## src/rtl/clkpwr_pkg.sv

```systemverilog
package clkpwr_pkg;
    localparam int CP_NUM_OUT   = 6;
    localparam int CP_NUM_DOM   = 3;
    localparam int CP_LEN_W     = 20;
    localparam int CP_LOCK_DFLT = 750000;

    typedef struct packed {
        logic shdn;   // full power-down requested
        logic susp;   // suspend requested
    } pwr_req_t;

    function automatic pwr_req_t pwr_decode(input logic shdn_en, input logic oe_n,
                                            input logic susp_mode, input logic susp_n);
        pwr_req_t r;
        r.shdn = shdn_en & ~oe_n;
        r.susp = susp_mode & ~susp_n;
        return r;
    endfunction
endpackage

```

## src/rtl/clkpwr_mask.sv

```systemverilog
module clkpwr_mask #(
    parameter int N_OUT = 6,
    parameter int N_DOM = 3,
    parameter int SRC_W = 2
) (
    input  logic [N_OUT-1:0]       out_mask,
    input  logic [N_DOM-1:0]       dom_mask,
    input  logic [N_OUT*SRC_W-1:0] out_src,
    output logic [N_OUT-1:0]       eff_mask,
    output logic                   fixed
);
    always_comb begin
        for (int o = 0; o < N_OUT; o++) begin
            eff_mask[o] = out_mask[o];
            for (int d = 0; d < N_DOM; d++) begin
                if (out_src[o*SRC_W +: SRC_W] == SRC_W'(d + 1) && dom_mask[d])
                    eff_mask[o] = 1'b1;
            end
        end
        fixed = |(eff_mask & ~out_mask);
    end
endmodule

```

## src/rtl/clkpwr_dom.sv

```systemverilog
module clkpwr_dom #(
    parameter int LEN_W     = 20,
    parameter int LOCK_DFLT = 750000
) (
    input  logic             clk,
    input  logic             rst,
    input  logic             run,
    input  logic             hold,
    input  logic [LEN_W-1:0] len,
    output logic             en,
    output logic             locked
);
    logic [LEN_W-1:0] cnt;
    logic [LEN_W-1:0] load;

    assign load   = (len == '0) ? LEN_W'(LOCK_DFLT) : len;
    assign locked = en & run & (cnt == '0);

    always_ff @(posedge clk) begin
        if (rst) begin
            en  <= 1'b0;
            cnt <= '0;
        end else begin
            en <= run | (en & hold);
            if (!run || !en)
                cnt <= load;
            else if (cnt != '0)
                cnt <= cnt - 1'b1;
        end
    end

    AST_LOCK_WAIT: assert property (@(posedge clk) disable iff (rst)
        $rose(en) |-> !locked);
    AST_DOM_STOP: assert property (@(posedge clk) disable iff (rst)
        (!run && !hold) |=> !en);
endmodule

```

## src/rtl/clkpwr_gate.sv

```systemverilog
module clkpwr_gate (
    input  logic clk,
    input  logic rst,
    input  logic lvl,
    input  logic want,
    output logic en
);
    always_ff @(posedge clk) begin
        if (rst)
            en <= 1'b0;
        else if (!lvl)
            en <= want;
    end

    AST_EDGE_LOW: assert property (@(posedge clk) disable iff (rst)
        (en != $past(en)) |-> !$past(lvl));
endmodule

```

## src/rtl/clkpwr_ctl.sv

```systemverilog
module clkpwr_ctl
    import clkpwr_pkg::*;
#(
    parameter int N_OUT     = CP_NUM_OUT,
    parameter int N_DOM     = CP_NUM_DOM,
    parameter int LEN_W     = CP_LEN_W,
    parameter int LOCK_DFLT = CP_LOCK_DFLT,
    localparam int SRC_W    = $clog2(N_DOM + 1)
) (
    input  logic                   clk,
    input  logic                   rst,
    input  logic                   oe_n,
    input  logic                   susp_n,
    input  logic [N_OUT-1:0]       clk_lvl,
    input  logic                   cfg_shdn_en,
    input  logic                   cfg_susp_mode,
    input  logic [N_OUT-1:0]       cfg_out_mask,
    input  logic [N_DOM-1:0]       cfg_dom_mask,
    input  logic [N_OUT*SRC_W-1:0] cfg_out_src,
    input  logic [LEN_W-1:0]       cfg_lock_len,
    output logic [N_OUT-1:0]       out_en,
    output logic [N_DOM-1:0]       dom_en,
    output logic                   osc_en,
    output logic                   sel_bit2,
    output logic                   mask_fixed
);
    pwr_req_t                     req;
    logic [N_OUT-1:0]             eff_mask;
    logic [N_DOM-1:0]             run;
    logic [N_DOM-1:0]             hold;
    logic [N_DOM-1:0]             dom_lock;
    logic [N_DOM-1:0][N_OUT-1:0]  on_dom;
    logic [N_OUT-1:0]             ready;
    logic [N_OUT-1:0]             want;

    assign req      = pwr_decode(cfg_shdn_en, oe_n, cfg_susp_mode, susp_n);
    assign sel_bit2 = cfg_susp_mode ? 1'b0 : susp_n;

    clkpwr_mask #(.N_OUT(N_OUT), .N_DOM(N_DOM), .SRC_W(SRC_W)) u_mask (
        .out_mask (cfg_out_mask),
        .dom_mask (cfg_dom_mask),
        .out_src  (cfg_out_src),
        .eff_mask (eff_mask),
        .fixed    (mask_fixed)
    );

    always_comb begin
        for (int d = 0; d < N_DOM; d++)
            for (int o = 0; o < N_OUT; o++)
                on_dom[d][o] = (cfg_out_src[o*SRC_W +: SRC_W] == SRC_W'(d + 1));
    end

    always_comb begin
        for (int o = 0; o < N_OUT; o++) begin
            ready[o] = (cfg_out_src[o*SRC_W +: SRC_W] == '0) ? osc_en : 1'b0;
            for (int d = 0; d < N_DOM; d++)
                if (on_dom[d][o])
                    ready[o] = dom_lock[d];
            want[o] = oe_n & ~(req.susp & eff_mask[o]) & ready[o];
        end
    end

    always_ff @(posedge clk) begin
        if (rst)
            osc_en <= 1'b0;
        else
            osc_en <= ~req.shdn | (osc_en & (|out_en));
    end

    generate
        for (genvar d = 0; d < N_DOM; d++) begin : g_dom
            assign run[d]  = ~req.shdn & ~(req.susp & cfg_dom_mask[d]);
            assign hold[d] = |(out_en & on_dom[d]);

            clkpwr_dom #(.LEN_W(LEN_W), .LOCK_DFLT(LOCK_DFLT)) u_dom (
                .clk    (clk),
                .rst    (rst),
                .run    (run[d]),
                .hold   (hold[d]),
                .len    (cfg_lock_len),
                .en     (dom_en[d]),
                .locked (dom_lock[d])
            );

            AST_DOM_HELD: assert property (@(posedge clk) disable iff (rst)
                hold[d] |-> dom_en[d]);
        end

        for (genvar o = 0; o < N_OUT; o++) begin : g_out
            clkpwr_gate u_gate (
                .clk  (clk),
                .rst  (rst),
                .lvl  (clk_lvl[o]),
                .want (want[o]),
                .en   (out_en[o])
            );

            AST_OE_OFF: assert property (@(posedge clk) disable iff (rst)
                (!$past(oe_n) && !$past(clk_lvl[o])) |-> !out_en[o]);
        end
    endgenerate

    AST_OSC_QUIET: assert property (@(posedge clk) disable iff (rst)
        !osc_en |-> (out_en == '0));
endmodule

```

## config.mk

```make
export PLATFORM = sky130hd
export DESIGN_NAME = clkpwr_ctl
export DESIGN_NICKNAME = d
export VERILOG_FILES = /design/src/rtl/clkpwr_pkg.sv /design/src/rtl/clkpwr_mask.sv /design/src/rtl/clkpwr_dom.sv /design/src/rtl/clkpwr_gate.sv /design/src/rtl/clkpwr_ctl.sv
export SDC_FILE = /design/constraint.sdc
export NUM_CORES = 1
export LEC_CHECK = 0
export ABC_AREA = 1
export CORE_MARGIN = 2
export CORE_UTILIZATION = 56
export DETAILED_ROUTE_END_ITERATION = 8
export PLACE_DENSITY = 0.86
export SYNTH_ARGS = -nofsm -noshare
export SYNTH_HDL_FRONTEND = slang
export SYNTH_SLANG_ARGS = --single-unit
```

## constraint.sdc

```tcl
create_clock -name clk -period 2 [get_ports clk]
set_clock_uncertainty 0.2 [all_clocks]
set_input_delay 0.4 -clock clk [delete_from_list [all_inputs] [get_ports clk]]
set_output_delay 0.4 -clock clk [all_outputs]
set_load 0.01 [all_outputs]
```

==> results.txt, run 1 <==
Htree depth = 3
Final WL = 16,500 µm
Max VDD drop = 388 µV
Mux cell area share after synthesis = 0
EDFF count, synth = 0
# diodes = 0
Sequential area share after synthesis = 0.283
Area Growth Syn to Fin = 32.4%
Worst endpoint required time = 1.40 ns
Top-count cell post-synth = nand2_1
Number of global-route vias before repair = 5,628
Relative max-transition margin = 0.760
R2R cell count = 7
Total GRT Usage = 0.343
RSZ-0062 raised after global routing = yes
Post-synth ARST share = 0
Arr. time, crit path = 1.38 ns
Num rows = 34
# DRC = 0
Tot Pwr = 0.00419 W
Main combinational cell family by area after synthesis = simple AND/OR/NAND/NOR gates
Die height = 98.1 µm
Hold Path Origin = g_dom[0].u_dom.cnt[12]
MaxCap Viol Count = 0
Clk buf depth = 2
Commonest cells in the netlist = 181 x nand2_1, 112 x inv_1, 96 x nor2_1, 70 x dfxtp_1, 48 x a21oi_1
Status = complete, no violations
Final setup fails = 0
Final hold vios = 0
Least-Margin Pin Slew = 0.356 ns
Number of I/O port buffers = 64
Clock Sinks = 70
Synthesized area = 4960 µm²
Initial Util = 0.574
CP Launch Type = input pin
Hold-fix buffers, CTS = 0
Clk slew on worst S/H paths = 0.09 ns
Syn Area/Cell = 6.31 µm²
Antenna viol nets, final = 0
Synth Register Bits = 70
Leakage = 3.17 nW
Synth Area in Simple Gates = 0.334
Global placement routability congestion = 0.921
Min-Delay Endpoint = g_dom[0].u_dom.cnt[12]
Skew-Pair Late Insertion Delay = 0.36 ns
Clock root buffer = clkbuf_8
Synth Warn # = 0
Synth top area share = 0.283
HP Class = register to register
Global-route wire length before repair = 26,500 µm
Gr ovfl total = 0
R2R setup slack = 0.09 ns
Initial DRC count = 432
Vias = 5,826
Pwr per Cell Area = 638 nW/µm²
Full die area = 9620 µm²
Core area = 8640 µm²
Fin crit period = 1.98 ns
I/O Pins = 65
Hold Path Stages = 2
Post-synthesis compound-gate area fraction = 0.196
XOR/XNOR Fraction of Synth Area = 0.0495
Post-Synth Adder-Cell Area = 0.0151
TritonCTS buffer count = 9
Filler cells = 698
Count of different cell masters after synthesis = 48
Layout cells sized above 1 = 0.193
Fin area = 6560 µm²
DR vias/cell = 5.69
Detailed-placement wirelength estimate = 12,400 µm
Die width = 98.1 µm
Post-DP Area = 6160 µm²
Main synth FF type = dfxtp_1
Reg2reg start = g_dom[1].u_dom.cnt[0]
Fin. max-slew vios = 0
1st-pass router iterations = 7
Synth top area cells = dfxtp_1 28%, nand2_1 14%, inv_1 8.5%
Post-synth net total = 844
DR WL/cell = 16.1 µm
Post-Syn Instances = 785
Initial antenna violation count = 0
Largest area contributor in the netlist = dfxtp_1
Crit end category = primary output
Worst-path maximum fanout = 2
Largest net degree at the start of global routing = 19
TritonCTS clock tree = done
Setup CP Type = input pin to primary output
Final period util = 0.991
Final Net Count = 970
Fmax = 504 MHz
R2R Path End = g_dom[1].u_dom.cnt[12]
-- flip-flops by register name, indices dropped and copies added (netlist names) --
| signal | cells |
|---|---|
| g_dom.u_dom.cnt | 60 |
| g_out.u_gate.en | 6 |
| g_dom.u_dom.en | 3 |
| osc_en | 1 |
-- layout by cell type (no fill, tap or decap), types with 5 or more instances in the layout --
| cell type | synthesis | final |
|---|---|---|
| a211oi_1 | 14 | 13 |
| a21oi_1 | 48 | 46 |
| a31oi_1 | 21 | 21 |
| buf_4 | 14 | 72 |
| clkbuf_2 | 0 | 9 |
| clkbuf_8 | 0 | 9 |
| clkdlybuf4s50_1 | 0 | 41 |
| dfxtp_1 | 70 | 69 |
| dlymetal6s2s_1 | 0 | 10 |
| ha_1 | 6 | 6 |
| inv_1 | 112 | 104 |
| inv_2 | 3 | 10 |
| nand2_1 | 181 | 169 |
| nand2_2 | 4 | 14 |
| nand3_1 | 32 | 32 |
| nand4_1 | 11 | 11 |
| nor2_1 | 96 | 95 |
| nor2_2 | 12 | 12 |
| nor2_4 | 4 | 5 |
| nor3_1 | 18 | 16 |
| o21ai_0 | 47 | 37 |
| o21ai_1 | 2 | 9 |
| o22ai_1 | 13 | 8 |
| o22ai_2 | 0 | 5 |
| xnor2_1 | 9 | 9 |
| xor2_1 | 19 | 19 |
-- worst max-delay path by stage --
stage / to / start / cells past startpoint
2_1_floorplan: mask_fixed / cfg_dom_mask[0] / 6
3_3_place_gp: mask_fixed / cfg_dom_mask[0] / 8
3_5_place_dp: mask_fixed / cfg_dom_mask[0] / 8
4_1_cts: mask_fixed / cfg_dom_mask[0] / 8
5_1_grt: mask_fixed / cfg_out_mask[5] / 5
6_report: mask_fixed / cfg_out_mask[5] / 5
-- cell type report --
class | instances | area, µm² | share of cell area
clock buffer | 9 | 124 | 0.0189
clock inverter | 7 | 103 | 0.0156
inverter | 116 | 438 | 0.0667
multi-input combinational | 572 | 3080 | 0.470
sequential | 70 | 1400 | 0.214
tap | 108 | 135 | 0.0206
timing repair buffer | 142 | 1280 | 0.194
-- layer usage --
metal / up-vias / wire [µm] / track usage
met4: 0 / 821 / 0.185
li1: 2820 / - / -
met2: 331 / 7350 / 0.550
met5: - / 0 / 0
met3: 72 / 1580 / 0.0816
met1: 2603 / 6730 / 0.427
-- power breakdown --
group / switching [W] / internal, W
clock network: 0.000642 / 0.000721
logic: 0.000711 / 0.000508
registers: 0.000101 / 0.00150
-- timing repair --
| action | CTS | global route |
|---|---|---|
| setup endpoints to repair | 11 | 44 |
| cloned | 1 | 0 |
| pin swaps | 4 | 19 |
| setup buffers | 3 | 1 |
| gates resized for setup | 27 | 73 |
-- cells by family (layout without fill, tap and decap cells) --
group	Yosys count	in the layout
buffers and inverters	143	274
AND/OR/NAND/NOR	374	374
adder cells (fa/ha/maj)	6	6
XOR/XNOR	28	28
flip-flops	70	70
AO/OA/AOI/OAI	164	164
-- metrics by stage --
stage	hold slack [ns]	util	TNS [ns]	setup slack (ns)	cells
after floorplan	0.250	-	0	0.296	785
after global placement	0.263	0.713	-17.70	-0.742	1003
after detailed placement	0.276	0.713	-18.51	-0.742	1003
after CTS	0.291	0.746	-0.245	-0.245	1023
after global routing	0.310	0.760	-0.128	-0.0454	1024
final	0.292	0.760	0	0.0172	1024
-- critical path, cell delays in order --
cell and delay, ns:
clkdlybuf4s50_1 0.42, o21bai_2 0.20, nor2_1 0.11, o221ai_1 0.10
buf_2 0.15
Power figures use the tool's default switching activity.
==> inputs of run 2 (changes only) <==
- CTS_CLUSTER_SIZE: not set -> 28
==> results of run 2 <==
Same layout as run 1: the final DEF is identical, and so are final timing and power.
